--- src/rtl/nfs_pkg.sv ---
package nfs_pkg;

   typedef enum logic [1:0] {
      OP_READ  = 2'b00,
      OP_PROG  = 2'b01,
      OP_ERASE = 2'b10,
      OP_ALT   = 2'b11
   } nfs_op_e;

   typedef enum logic [1:0] {
      FR_WEN,
      FR_CMD,
      FR_POLL,
      FR_WDIS
   } nfs_frame_e;

   localparam logic [7:0] OPC_WEN   = 8'h06;
   localparam logic [7:0] OPC_WDIS  = 8'h04;
   localparam logic [7:0] OPC_PROG  = 8'h02;
   localparam logic [7:0] OPC_READ  = 8'h03;
   localparam logic [7:0] OPC_ERASE = 8'h20;
   localparam logic [7:0] OPC_FSR   = 8'h70;
   localparam logic [7:0] FILL_BYTE = 8'hFF;
   localparam int         RDY_BIT   = 7;

endpackage

--- src/rtl/nfs_byte_shifter.sv ---
module nfs_byte_shifter #(
   parameter int CLK_DIV = 2
) (
   input  logic       clk,
   input  logic       rst_n,
   input  logic       start_i,
   input  logic [7:0] tx_i,
   output logic       busy_o,
   output logic       done_o,
   output logic [7:0] rx_o,
   output logic       sclk_o,
   output logic       mosi_o,
   input  logic       miso_i
);

   if (CLK_DIV < 1) begin : g_bad_div
      $error("nfs_byte_shifter: CLK_DIV must be at least 1");
   end

   logic       tick;
   logic       active_q, phase_q, done_q, sclk_q;
   logic [2:0] bit_q;
   logic [7:0] sh_q, rx_q;

   // half-period timer: none needed when each half is one cycle
   if (CLK_DIV == 1) begin : g_fast
      assign tick = 1'b1;
   end else begin : g_div
      localparam int CW = $clog2(CLK_DIV);
      logic [CW-1:0] div_q;
      assign tick = (div_q == CW'(CLK_DIV - 1));
      always_ff @(posedge clk or negedge rst_n) begin
         if (!rst_n)                 div_q <= '0;
         else if (start_i || !active_q || tick) div_q <= '0;
         else                        div_q <= div_q + 1'b1;
      end
   end

   always_ff @(posedge clk or negedge rst_n) begin
      if (!rst_n) begin
         active_q <= 1'b0;
         phase_q  <= 1'b0;
         done_q   <= 1'b0;
         sclk_q   <= 1'b0;
         bit_q    <= '0;
         sh_q     <= '0;
         rx_q     <= '0;
      end else begin
         done_q <= 1'b0;
         if (start_i) begin
            active_q <= 1'b1;
            sh_q     <= tx_i;
            phase_q  <= 1'b0;
            bit_q    <= '0;
            sclk_q   <= 1'b0;
         end else if (active_q && tick) begin
            if (!phase_q) begin
               sclk_q  <= 1'b1;
               phase_q <= 1'b1;
               rx_q    <= {rx_q[6:0], miso_i};
            end else begin
               sclk_q  <= 1'b0;
               phase_q <= 1'b0;
               sh_q    <= {sh_q[6:0], 1'b0};
               bit_q   <= bit_q + 1'b1;
               if (bit_q == 3'd7) begin
                  active_q <= 1'b0;
                  done_q   <= 1'b1;
               end
            end
         end
      end
   end

   assign busy_o = active_q;
   assign done_o = done_q;
   assign rx_o   = rx_q;
   assign sclk_o = sclk_q;
   assign mosi_o = sh_q[7];

   // a byte is never started on top of one in flight
   p_start_idle_r8: assert property (@(posedge clk) disable iff (!rst_n)
      start_i |-> !active_q);
   // SCLK rests low whenever no byte is shifting
   p_sclk_rest_r6: assert property (@(posedge clk) disable iff (!rst_n)
      !active_q |-> !sclk_q);
   // completion only after the falling edge of the eighth bit
   p_done_low_r6: assert property (@(posedge clk) disable iff (!rst_n)
      done_q |-> (!sclk_q && $past(active_q)));

endmodule

--- src/rtl/nfs_byte_mux.sv ---
module nfs_byte_mux
   import nfs_pkg::*;
#(
   parameter int ADDR_BYTES = 3,
   localparam int AW = 8 * ADDR_BYTES,
   localparam int IW = $clog2(ADDR_BYTES + 2)
) (
   input  nfs_frame_e    frame_i,
   input  logic [IW-1:0] idx_i,
   input  nfs_op_e       op_i,
   input  logic [AW-1:0] addr_i,
   input  logic [7:0]    wdata_i,
   output logic [7:0]    byte_o,
   output logic          last_o
);

   logic [IW-1:0] len_m1;
   logic [7:0]    opc;

   always_comb begin
      unique case (op_i)
         OP_PROG:  opc = OPC_PROG;
         OP_ERASE: opc = OPC_ERASE;
         default:  opc = OPC_READ;
      endcase
   end

   always_comb begin
      byte_o = FILL_BYTE;
      len_m1 = '0;
      unique case (frame_i)
         FR_WEN:  byte_o = OPC_WEN;
         FR_WDIS: byte_o = OPC_WDIS;
         FR_POLL: begin
            len_m1 = IW'(1);
            if (idx_i == '0) byte_o = OPC_FSR;
         end
         default: begin
            len_m1 = (op_i == OP_ERASE) ? IW'(ADDR_BYTES) : IW'(ADDR_BYTES + 1);
            if (idx_i == '0) byte_o = opc;
            for (int k = 1; k <= ADDR_BYTES; k++) begin
               if (idx_i == IW'(k)) byte_o = addr_i[8*(ADDR_BYTES-k) +: 8];
            end
            if (idx_i == IW'(ADDR_BYTES + 1) && op_i == OP_PROG) byte_o = wdata_i;
         end
      endcase
      last_o = (idx_i == len_m1);
   end

endmodule

--- src/rtl/nor_flash_seq.sv ---
module nor_flash_seq
   import nfs_pkg::*;
#(
   parameter int CLK_DIV    = 2,
   parameter int GAP_SCLK   = 2,
   parameter int POLL_MAX   = 4096,
   parameter int ADDR_BYTES = 3,
   localparam int AW = 8 * ADDR_BYTES
) (
   input  logic          clk,
   input  logic          rst_n,
   input  logic          req_valid,
   input  logic [1:0]    req_op,
   input  logic [AW-1:0] req_addr,
   input  logic [7:0]    req_wdata,
   output logic          busy,
   output logic          done,
   output logic          err,
   output logic [7:0]    rdata,
   output logic          spi_sclk,
   output logic          spi_cs_n,
   output logic          spi_mosi,
   input  logic          spi_miso
);

   localparam int IW      = $clog2(ADDR_BYTES + 2);
   localparam int GAP_CYC = 2 * CLK_DIV * GAP_SCLK;
   localparam int GW      = $clog2(GAP_CYC);
   localparam int PW      = $clog2(POLL_MAX + 1);

   if (GAP_SCLK < 2) begin : g_bad_gap
      $error("nor_flash_seq: GAP_SCLK must be at least 2");
   end
   if (POLL_MAX < 1) begin : g_bad_poll
      $error("nor_flash_seq: POLL_MAX must be at least 1");
   end
   if (ADDR_BYTES < 1 || ADDR_BYTES > 4) begin : g_bad_addr
      $error("nor_flash_seq: ADDR_BYTES must lie in 1..4");
   end

   typedef enum logic [1:0] {ST_IDLE, ST_LOAD, ST_SHIFT, ST_GAP} st_e;

   st_e           state_q;
   nfs_frame_e    frame_q;
   nfs_op_e       op_q;
   logic [IW-1:0] idx_q;
   logic [AW-1:0] addr_q;
   logic [7:0]    wdata_q, rdata_q;
   logic [PW-1:0] poll_q;
   logic [GW-1:0] gap_q;
   logic          rdy_q, done_q, err_q, cs_n_q;

   logic       sh_start, sh_busy, sh_done;
   logic [7:0] sh_rx, tx_byte;
   logic       byte_last, is_read;

   assign sh_start = (state_q == ST_LOAD);
   assign is_read  = (op_q != OP_PROG) && (op_q != OP_ERASE);

   nfs_byte_mux #(.ADDR_BYTES(ADDR_BYTES)) u_mux (
      .frame_i (frame_q),
      .idx_i   (idx_q),
      .op_i    (op_q),
      .addr_i  (addr_q),
      .wdata_i (wdata_q),
      .byte_o  (tx_byte),
      .last_o  (byte_last)
   );

   nfs_byte_shifter #(.CLK_DIV(CLK_DIV)) u_shift (
      .clk     (clk),
      .rst_n   (rst_n),
      .start_i (sh_start),
      .tx_i    (tx_byte),
      .busy_o  (sh_busy),
      .done_o  (sh_done),
      .rx_o    (sh_rx),
      .sclk_o  (spi_sclk),
      .mosi_o  (spi_mosi),
      .miso_i  (spi_miso)
   );

   always_ff @(posedge clk or negedge rst_n) begin
      if (!rst_n) begin
         state_q <= ST_IDLE;
         frame_q <= FR_CMD;
         op_q    <= OP_READ;
         idx_q   <= '0;
         addr_q  <= '0;
         wdata_q <= '0;
         rdata_q <= '0;
         poll_q  <= '0;
         gap_q   <= '0;
         rdy_q   <= 1'b0;
         done_q  <= 1'b0;
         err_q   <= 1'b0;
         cs_n_q  <= 1'b1;
      end else begin
         done_q <= 1'b0;
         unique case (state_q)
            ST_IDLE: if (req_valid) begin
               op_q    <= nfs_op_e'(req_op);
               addr_q  <= req_addr;
               wdata_q <= req_wdata;
               err_q   <= 1'b0;
               idx_q   <= '0;
               frame_q <= (req_op == OP_PROG || req_op == OP_ERASE) ? FR_WEN : FR_CMD;
               state_q <= ST_LOAD;
            end
            ST_LOAD: begin
               cs_n_q  <= 1'b0;
               state_q <= ST_SHIFT;
            end
            ST_SHIFT: if (sh_done) begin
               if (frame_q == FR_POLL && idx_q == IW'(1)) rdy_q <= sh_rx[RDY_BIT];
               if (frame_q == FR_CMD && byte_last && is_read) rdata_q <= sh_rx;
               if (byte_last) begin
                  cs_n_q  <= 1'b1;
                  gap_q   <= '0;
                  state_q <= ST_GAP;
               end else begin
                  idx_q   <= idx_q + 1'b1;
                  state_q <= ST_LOAD;
               end
            end
            default: begin
               if (gap_q != GW'(GAP_CYC - 1)) begin
                  gap_q <= gap_q + 1'b1;
               end else begin
                  idx_q   <= '0;
                  state_q <= ST_LOAD;
                  unique case (frame_q)
                     FR_WEN: frame_q <= FR_CMD;
                     FR_CMD: begin
                        if (is_read) begin
                           done_q  <= 1'b1;
                           state_q <= ST_IDLE;
                        end else begin
                           frame_q <= FR_POLL;
                           poll_q  <= '0;
                        end
                     end
                     FR_POLL: begin
                        if (rdy_q) begin
                           frame_q <= FR_WDIS;
                        end else if (poll_q == PW'(POLL_MAX - 1)) begin
                           err_q   <= 1'b1;
                           done_q  <= 1'b1;
                           state_q <= ST_IDLE;
                        end else begin
                           poll_q <= poll_q + 1'b1;
                        end
                     end
                     default: begin
                        done_q  <= 1'b1;
                        state_q <= ST_IDLE;
                     end
                  endcase
               end
            end
         endcase
      end
   end

   assign busy     = (state_q != ST_IDLE);
   assign done     = done_q;
   assign err      = err_q;
   assign rdata    = rdata_q;
   assign spi_cs_n = cs_n_q;

   // chip select stays low for as long as a byte is shifting
   p_cs_hold_r6: assert property (@(posedge clk) disable iff (!rst_n)
      sh_busy |-> !spi_cs_n);
   // chip select rises only right after a completed byte
   p_cs_rise_r6: assert property (@(posedge clk) disable iff (!rst_n)
      $rose(spi_cs_n) |-> $past(sh_done));
   // clock rests low with the device deselected
   p_sclk_idle_r6: assert property (@(posedge clk) disable iff (!rst_n)
      spi_cs_n |-> !spi_sclk);
   // deselected throughout the inter-frame gap
   p_gap_high_r7: assert property (@(posedge clk) disable iff (!rst_n)
      (state_q == ST_GAP) |-> spi_cs_n);
   // the poll count never passes its limit
   p_poll_bound_r5: assert property (@(posedge clk) disable iff (!rst_n)
      poll_q < PW'(POLL_MAX));
   // error is only raised together with completion
   p_err_done_r5: assert property (@(posedge clk) disable iff (!rst_n)
      $rose(err) |-> done);
   // completion is a single-cycle pulse seen with busy low
   p_done_pulse_r9: assert property (@(posedge clk) disable iff (!rst_n)
      done |=> !done);
   p_done_idle_r9: assert property (@(posedge clk) disable iff (!rst_n)
      done |-> !busy);

endmodule

--- config.mk ---
export PLATFORM = sky130hd
export DESIGN_NAME = nor_flash_seq
export DESIGN_NICKNAME = d
export VERILOG_FILES = /design/src/rtl/nfs_pkg.sv /design/src/rtl/nfs_byte_shifter.sv /design/src/rtl/nfs_byte_mux.sv /design/src/rtl/nor_flash_seq.sv
export SDC_FILE = /design/constraint.sdc
export NUM_CORES = 1
export LEC_CHECK = 0
export BUFFER_PORTS_ARGS = -buffer_cell sky130_fd_sc_hd__buf_2
export CAP_MARGIN = 20
export CORE_ASPECT_RATIO = 0.5
export CORE_MARGIN = 3
export CORE_UTILIZATION = 37
export DETAILED_ROUTE_END_ITERATION = 8
export SLEW_MARGIN = 10
export SYNTH_ARGS = -nofsm -noshare
export SYNTH_HDL_FRONTEND = slang
export SYNTH_SLANG_ARGS = --single-unit
--- constraint.sdc ---
create_clock -name clk -period 2.2 [get_ports clk]
set_input_delay 0.11 -clock clk [delete_from_list [all_inputs] [get_ports clk]]
set_output_delay 0.11 -clock clk [all_outputs]
set_load 0.005 [all_outputs]
* Yosys cells after proc, flatten, opt, wreduce, memory -nomap -nowiden
Index checks and enable logic that the tools add are counted.
** Word-level totals
- Flip-flop bits (word level) :: 92
- Output and inout bits :: 14
- Logic and storage cells :: 175
- Input port bits :: 38
** Cells by class
- Mux-type cells :: 72
- Bitwise logic cells :: 6
- Reduce and logical (&&, ||, !) cells :: 40
- Equality and inequality tests :: 32
- Add/subtract/negate cells :: 5
** Operator list (number)
- two-way mux 8 bit :: 9
- two-way mux 13 bit :: 3
- two-way mux 3 bit :: 11
- two-way mux 1 bit :: 28
- case mux 13 bit (2 select lines) :: 1
- case mux 8 bit (3 select lines) :: 1
- AND reduction 3 bit :: 6
- AND reduction 6 bit :: 3
- nonzero test 2 bit :: 9
- two-way mux 2 bit :: 8
- != test 2 bit, second input constant :: 7
- adder 13 x 1 -> 13 bit, second input constant :: 1
- == test 13 x 12 -> 1 bit, second input constant :: 1
- case mux 2 bit (3 select lines) :: 2
- case mux 3 bit (2 select lines) :: 2
- case mux 6 bit (2 select lines) :: 1
- == test 2 bit, second input constant :: 5
- adder 3 x 1 -> 3 bit, second input constant :: 3
- case mux 3 bit (3 select lines) :: 1
- == test 2 x 1 -> 1 bit, second input constant :: 4
- != test 2 x 1 -> 1 bit, second input constant :: 4
- == test 3 x 2 -> 1 bit, second input constant :: 2
- == test 3 bit, second input constant :: 2
- logical AND 1 bit :: 6
- 21 further kinds :: 35

* Longest topological paths before layout
- Depth after elaboration :: 9
- Gate-level depth with buffers :: 9
- Mapped depth without buffers :: 7

* Hierarchy
A second synthesis with hierarchy kept.
** Unflattened totals
- Cell total of the unflattened synthesis :: 428
- Area total of the unflattened synthesis :: 4768.3 um2
** By module, submodules not included
- nor_flash_seq :: area each 3306.9 um2, seq. area each 1729.2 um2, cells each 273, times used 1
- nfs_byte_shifter :: area each 964.7 um2, seq. area each 575.6 um2, cells each 85, times used 1
- nfs_byte_mux :: area each 496.7 um2, seq. area each 0.0 um2, cells each 70, times used 1

* Worst setup path after synthesis
No wires, ideal clock.
- Path type :: reg2reg
- Start :: reg frame_q[0]
- End :: reg rdata_q[0] (netlist: rdata[0])
- Path slack :: 0.080 ns
- Arrival time :: 1.995 ns
- Stages on the path, launching flop included :: 8
- Required time :: 2.075 ns
- Setup time :: 0.125 ns
- Period minus slack after synthesis :: 2.120 ns
- Buffers on the path :: 1
- Cells stage by stage :: dfstp_2 > ha_1 > mux2i_1 > xnor2_1 > o21ai_1 > or3_1 > buf_6 > mux2_4
** On the way
- Word-level cells in the longest chain between the ends :: 7
- Elaborated cells between the ends (all ways) :: 10
- Those cells by class :: eq/ne: 4; mux: 1; reduce/logical: 5
** Ends and longest elaborated chain
- start: declaration :: line nor_flash_seq.sv:44 : nfs_frame_e frame_q;
- start signal: assignment :: line nor_flash_seq.sv:107 : frame_q <= (req_op == OP_PROG || req_op == OP_ERASE) ? FR_WEN : FR_CMD;
- == test 2 bit / logical NOT 2 bit (equally long branches) :: line nfs_byte_mux.sv:31 : unique case (frame_i)
- OR reduction 2 bit (no source line)
- case mux 3 bit (2 select lines) :: line nfs_byte_mux.sv:31
- == test 3 bit :: line nfs_byte_mux.sv:47 : last_o = (idx_i == len_m1);
- logical AND 1 bit (*) (2 in series) :: line nor_flash_seq.sv:116 : if (frame_q == FR_CMD && byte_last && is_read) rdata_q <= sh_rx;
- AND reduction 3 bit (no source line) (*)
- end signal: assignment :: line nor_flash_seq.sv:116
- end: declaration :: line nor_flash_seq.sv:48 : logic [7:0] wdata_q, rdata_q;
Every way passes the cells marked *; elsewhere a longest branch is shown, timed or not.
A chain may end at the register's enable or synchronous reset.

* Worst setup path in the final report
- Start :: reg frame_q[0]
- End :: reg rdata_q[1] (netlist: rdata[1])
The elaborated chain is that of the path after synthesis.

==> PnR_summary.wiki <==
{| class="wikitable"
! Metric !! Value
|-
| Startpoint of the tightest hold check path || req_addr[12]
|-
| Drc violations || 0
|-
| Initial core utilization || 0.390
|-
| Worst-skew pair later-pin latency || around 0.34 ns
|-
| Total power density per cell area || around 1100 nW/um2
|-
| Leading cell types by total area after synthesis || sky130_fd_sc_hd__dfrtp_1 48%, sky130_fd_sc_hd__mux2_2 10%, sky130_fd_sc_hd__ha_1 5.8%
|-
| Most frequent standard cell in the layout excluding fill and tap cells || sky130_fd_sc_hd__dfrtp_1
|-
| Max Clock Freq || roughly 0.46 GHz
|-
| Largest incremental delay on the critical path || 0.57 ns
|-
| Residual overflow from global routing || 0
|-
| Top FF cell, synth || sky130_fd_sc_hd__dfrtp_1
|-
| Setup violators final || 0
|-
| Die ar. || 14300 um2
|-
| Count of fill cells added during filler insertion || around 1100
|-
| Asr flop ratio synth || 1.00
|-
| Setup skew after layout || about 0.0056 ns
|-
| Syn_area_per_cell || approximately 11 um2
|-
| Number of vias in the routed layout || 3535
|-
| Area share of the leading cell type in the synthesized netlist || 0.475
|-
| Hold Crit Endpoint || addr_q[12]$_DFFE_PN0P_
|-
| Number of placed I/O pins || 52
|-
| H-tree Lvls || 3
|-
| Root Driver || sky130_fd_sc_hd__clkbuf_16
|-
| Vias/cell || approximately 5.0
|-
| Max cap viols || 0
|-
| Worst r2r path cells || 7
|-
| Period Utilization, post-route || 0.993
|-
| Largest area contributor in the synthesized netlist || sky130_fd_sc_hd__dfrtp_1
|-
| Fin nets || ~600
|-
| Maximum number of pins on one net before global-route repair || 42
|-
| Cell-by-cell trace of the critical path || ha_4 > mux2i_2 > xnor2_1 > o21ai_1 > or3_1 > buf_6 > mux2_4
|-
| Max rail drop VDD || 0.407 mV
|-
| Capturing element type of the critical path || flip-flop
|-
| Number of enable-type register cells in the synthesized netlist || 0
|-
| Slack of the worst reg-to-reg path || 0.01 ns
|-
| Number of buffers on the longest clock path || 2
|-
| Vertical die dimension || approximately 86 um
|-
| Post-layout total power || around 6.9 mW
|-
| Clk slew on worst S/H paths || 0.07 ns
|-
| Detail Route Antenna Nets || 0
|-
| Number of inserted diodes || 0
|-
| Data arrival time at the worst-slack endpoint || roughly 2.4 ns
|-
| Post-synthesis sequential element count || a little over 90
|-
| Fraction of final layout cells with drive strength greater than 1 || 0.291
|-
| Total GRT Usage || 0.152
|-
| WP data required || about 2.4 ns
|-
| Vias in the first global route || between 3000 and 4000
|-
| Post-route minimum period || around 2.2 ns
|-
| Worst-path cell with the longest stage delay || sky130_fd_sc_hd__dfstp_2
|-
| Crit path launch type || flip-flop
|-
| Netlist Area Pre-Place || 4740 um2
|-
| R2r startpoint || frame_q[0]$_DFFE_PN1P_
|-
| Leakage Power || 2.74 nW
|-
| Core outline area || 12200 um2
|-
| First-pass GRT wire length || between 15000 and 20000 um
|-
| Placed cell areas || 5330 um2
|-
| Area grow syn2layout || 27.7%
|-
| Detailed placer's ending HPWL || approximately 7300 um
|-
| Relative slew margins || 0.588
|-
| Initial antenna violation count || 0
|-
| Number of cells on the worst hold path || 2
|-
| Number of buffers added by the clock tree synthesis step || 9
|-
| Routability Congestion || 0.803
|-
| Largest driver fanout on the critical path || 8
|-
| Max Slew Vio Count || 0
|-
| Number of cells produced by synthesis || 436
|-
| Critical path class || reg -> reg
|-
| Outcome || complete, no violations
|-
| Die span in x || 166 um
|-
| Post-synth net total || between 400 and 500
|-
| Clock net sink count || 92
|-
| First-iteration detailed-routing DRC count || around 140
|-
| Clock tree from TritonCTS || done
|-
| Unrepaired setup endpoints after global routing || yes
|-
| Count of input and output buffers || between 50 and 60
|-
| Number of optimization iterations in the first detailed-route pass || 5
|-
| End of the worst register-to-register path || rdata[1]$_DFFE_PN0P_
|-
| Summed area of non-filler cells in the final layout || a little over 6000 um2
|-
| Average detailed-routed wire length per instance || between 10 and 15 um
|-
| Highest-count cells in the layout ignoring fill and taps || 90 x sky130_fd_sc_hd__dfrtp_1, 50 x sky130_fd_sc_hd__buf_2, 44 x sky130_fd_sc_hd__mux2_2
|-
| Netlist cell types || between 50 and 60
|-
| Synth warnings || 0
|-
| Slew at the pin closest to its max-slew limit || ~0.61 ns
|-
| Endpoints failing hold || 0
|-
| Std cell rows || 28
|-
| Final Routed Wirelength || about 10000 um
|-
| Sequential element share of the synthesized area || 0.487
|-
| Hold crit path type || in -> reg
|}
## registers in the layout, indices dropped and copies added, names as in the netlist, 3 cells and up
| name | cells |
|---|---|
| addr_q | 24 |
| gap_q | 3 |
| idx_q | 3 |
| poll_q | 13 |
| rdata | 8 |
| u_shift.bit_q | 3 |
| u_shift.rx_o | 8 |
| u_shift.sh_q | 8 |
| wdata_q | 8 |
## layer usage
layer  vias to the layer above  part of all wire  track usage
li1                       1767                 -            -
met1                      1717              0.51        0.214
met2                        47              0.45        0.232
met3                         4             0.029       0.0447
met4                         0            0.0069       0.0362
met5                         -                 0            0
## per-stage QoR
step	hold slack, ns	utilization	setup WS (ns)	TNS [ns]	instances
2_1_floorplan	-0.186	-	0.0795	0	436
3_3_place_gp	0.0571	0.439	-0.0220	-0.172	659
3_5_place_dp	0.0612	0.439	-0.0865	-0.590	659
4_1_cts	0.00273	0.492	0.00103	0	707
5_1_grt	0.0143	0.498	-0.0705	-0.447	711
6_report	0.0207	0.498	0.0144	0	711
## synth_stat cells (9+ instances only)
cell type / count
sky130_fd_sc_hd__nand3_1: 18
sky130_fd_sc_hd__inv_1: 22
sky130_fd_sc_hd__o21ai_0: 10
sky130_fd_sc_hd__nand2_1: 39
sky130_fd_sc_hd__nor2b_1: 11
sky130_fd_sc_hd__clkbuf_1: 15
sky130_fd_sc_hd__nor2_1: 25
sky130_fd_sc_hd__a21oi_1: 13
sky130_fd_sc_hd__ha_1: 22
sky130_fd_sc_hd__mux2_2: 44
sky130_fd_sc_hd__xnor2_1: 9
sky130_fd_sc_hd__dfrtp_1: 90
## area by class of cell
type,count,area [um2],share of cell area
tap,165,206,0.0341
timing repair buffer,111,820,0.135
multi-input combinational,304,2330,0.385
sequential,92,2300,0.381
clock buffer,12,256,0.0424
inverter,23,86.3,0.0143
clock inverter,4,47.5,0.00786
## how the worst max path moves through the flow
| stage | slack [ns] | from | cells after the start | to |
|---|---|---|---|---|
| global route | -0.07 | op_q[0]$_DFFE_PN0P_ | 8 | rdata[1]$_DFFE_PN0P_ |
| global placement | -0.02 | frame_q[0]$_DFFE_PN1P_ | 7 | rdata[3]$_DFFE_PN0P_ |
| CTS | 0.001 | frame_q[0]$_DFFE_PN1P_ | 7 | rdata[1]$_DFFE_PN0P_ |
| detailed placement | -0.09 | frame_q[0]$_DFFE_PN1P_ | 7 | rdata[1]$_DFFE_PN0P_ |
| floorplan | 0.08 | frame_q[0]$_DFFE_PN1P_ | 7 | rdata[0]$_DFFE_PN0P_ |
| finish | 0.01 | frame_q[0]$_DFFE_PN1P_ | 7 | rdata[1]$_DFFE_PN0P_ |
## critical path: cells and delay by family, from the launching register on
| kind | cells | cell delay (ns) |
|---|---|---|
| flip-flops | 1 | 0.57 |
| multiplexers | 2 | 0.53 |
| AND/OR/NAND/NOR | 1 | 0.34 |
| adder cells (fa/ha/maj) | 1 | 0.17 |
| XOR/XNOR | 1 | 0.16 |
| buffers and inverters | 1 | 0.16 |
| AO/OA/AOI/OAI | 1 | 0.13 |
## power by group
group	internal (mW)	switching (mW)	total, mW
clock network	0.939	0.632	1.57
logic	1.39	1.30	2.69
registers	2.29	0.356	2.64
total	4.61	2.29	6.91
## kinds of logic (layout without fill, tap and decap cells)
group,count (synthesis),count (layout),synth area share
fa+ha+maj,22,22,0.0581
xor+xnor,13,13,0.0240
flops,92,92,0.487
compound gates,68,68,0.0988
simple gates,142,142,0.154
buf+inv,40,150,0.0335
mux,59,59,0.145
## repair_timing
item                       in CTS  in global routing
hold buffers                   32                  1
setup buffers                   0                  3
resized for setup               5                  8
hold endpoints to repair       57                  1
pin swaps                       0                  2
setup endpoints to repair       8                 16
Note: power is estimated with default switching activity, not from simulation.
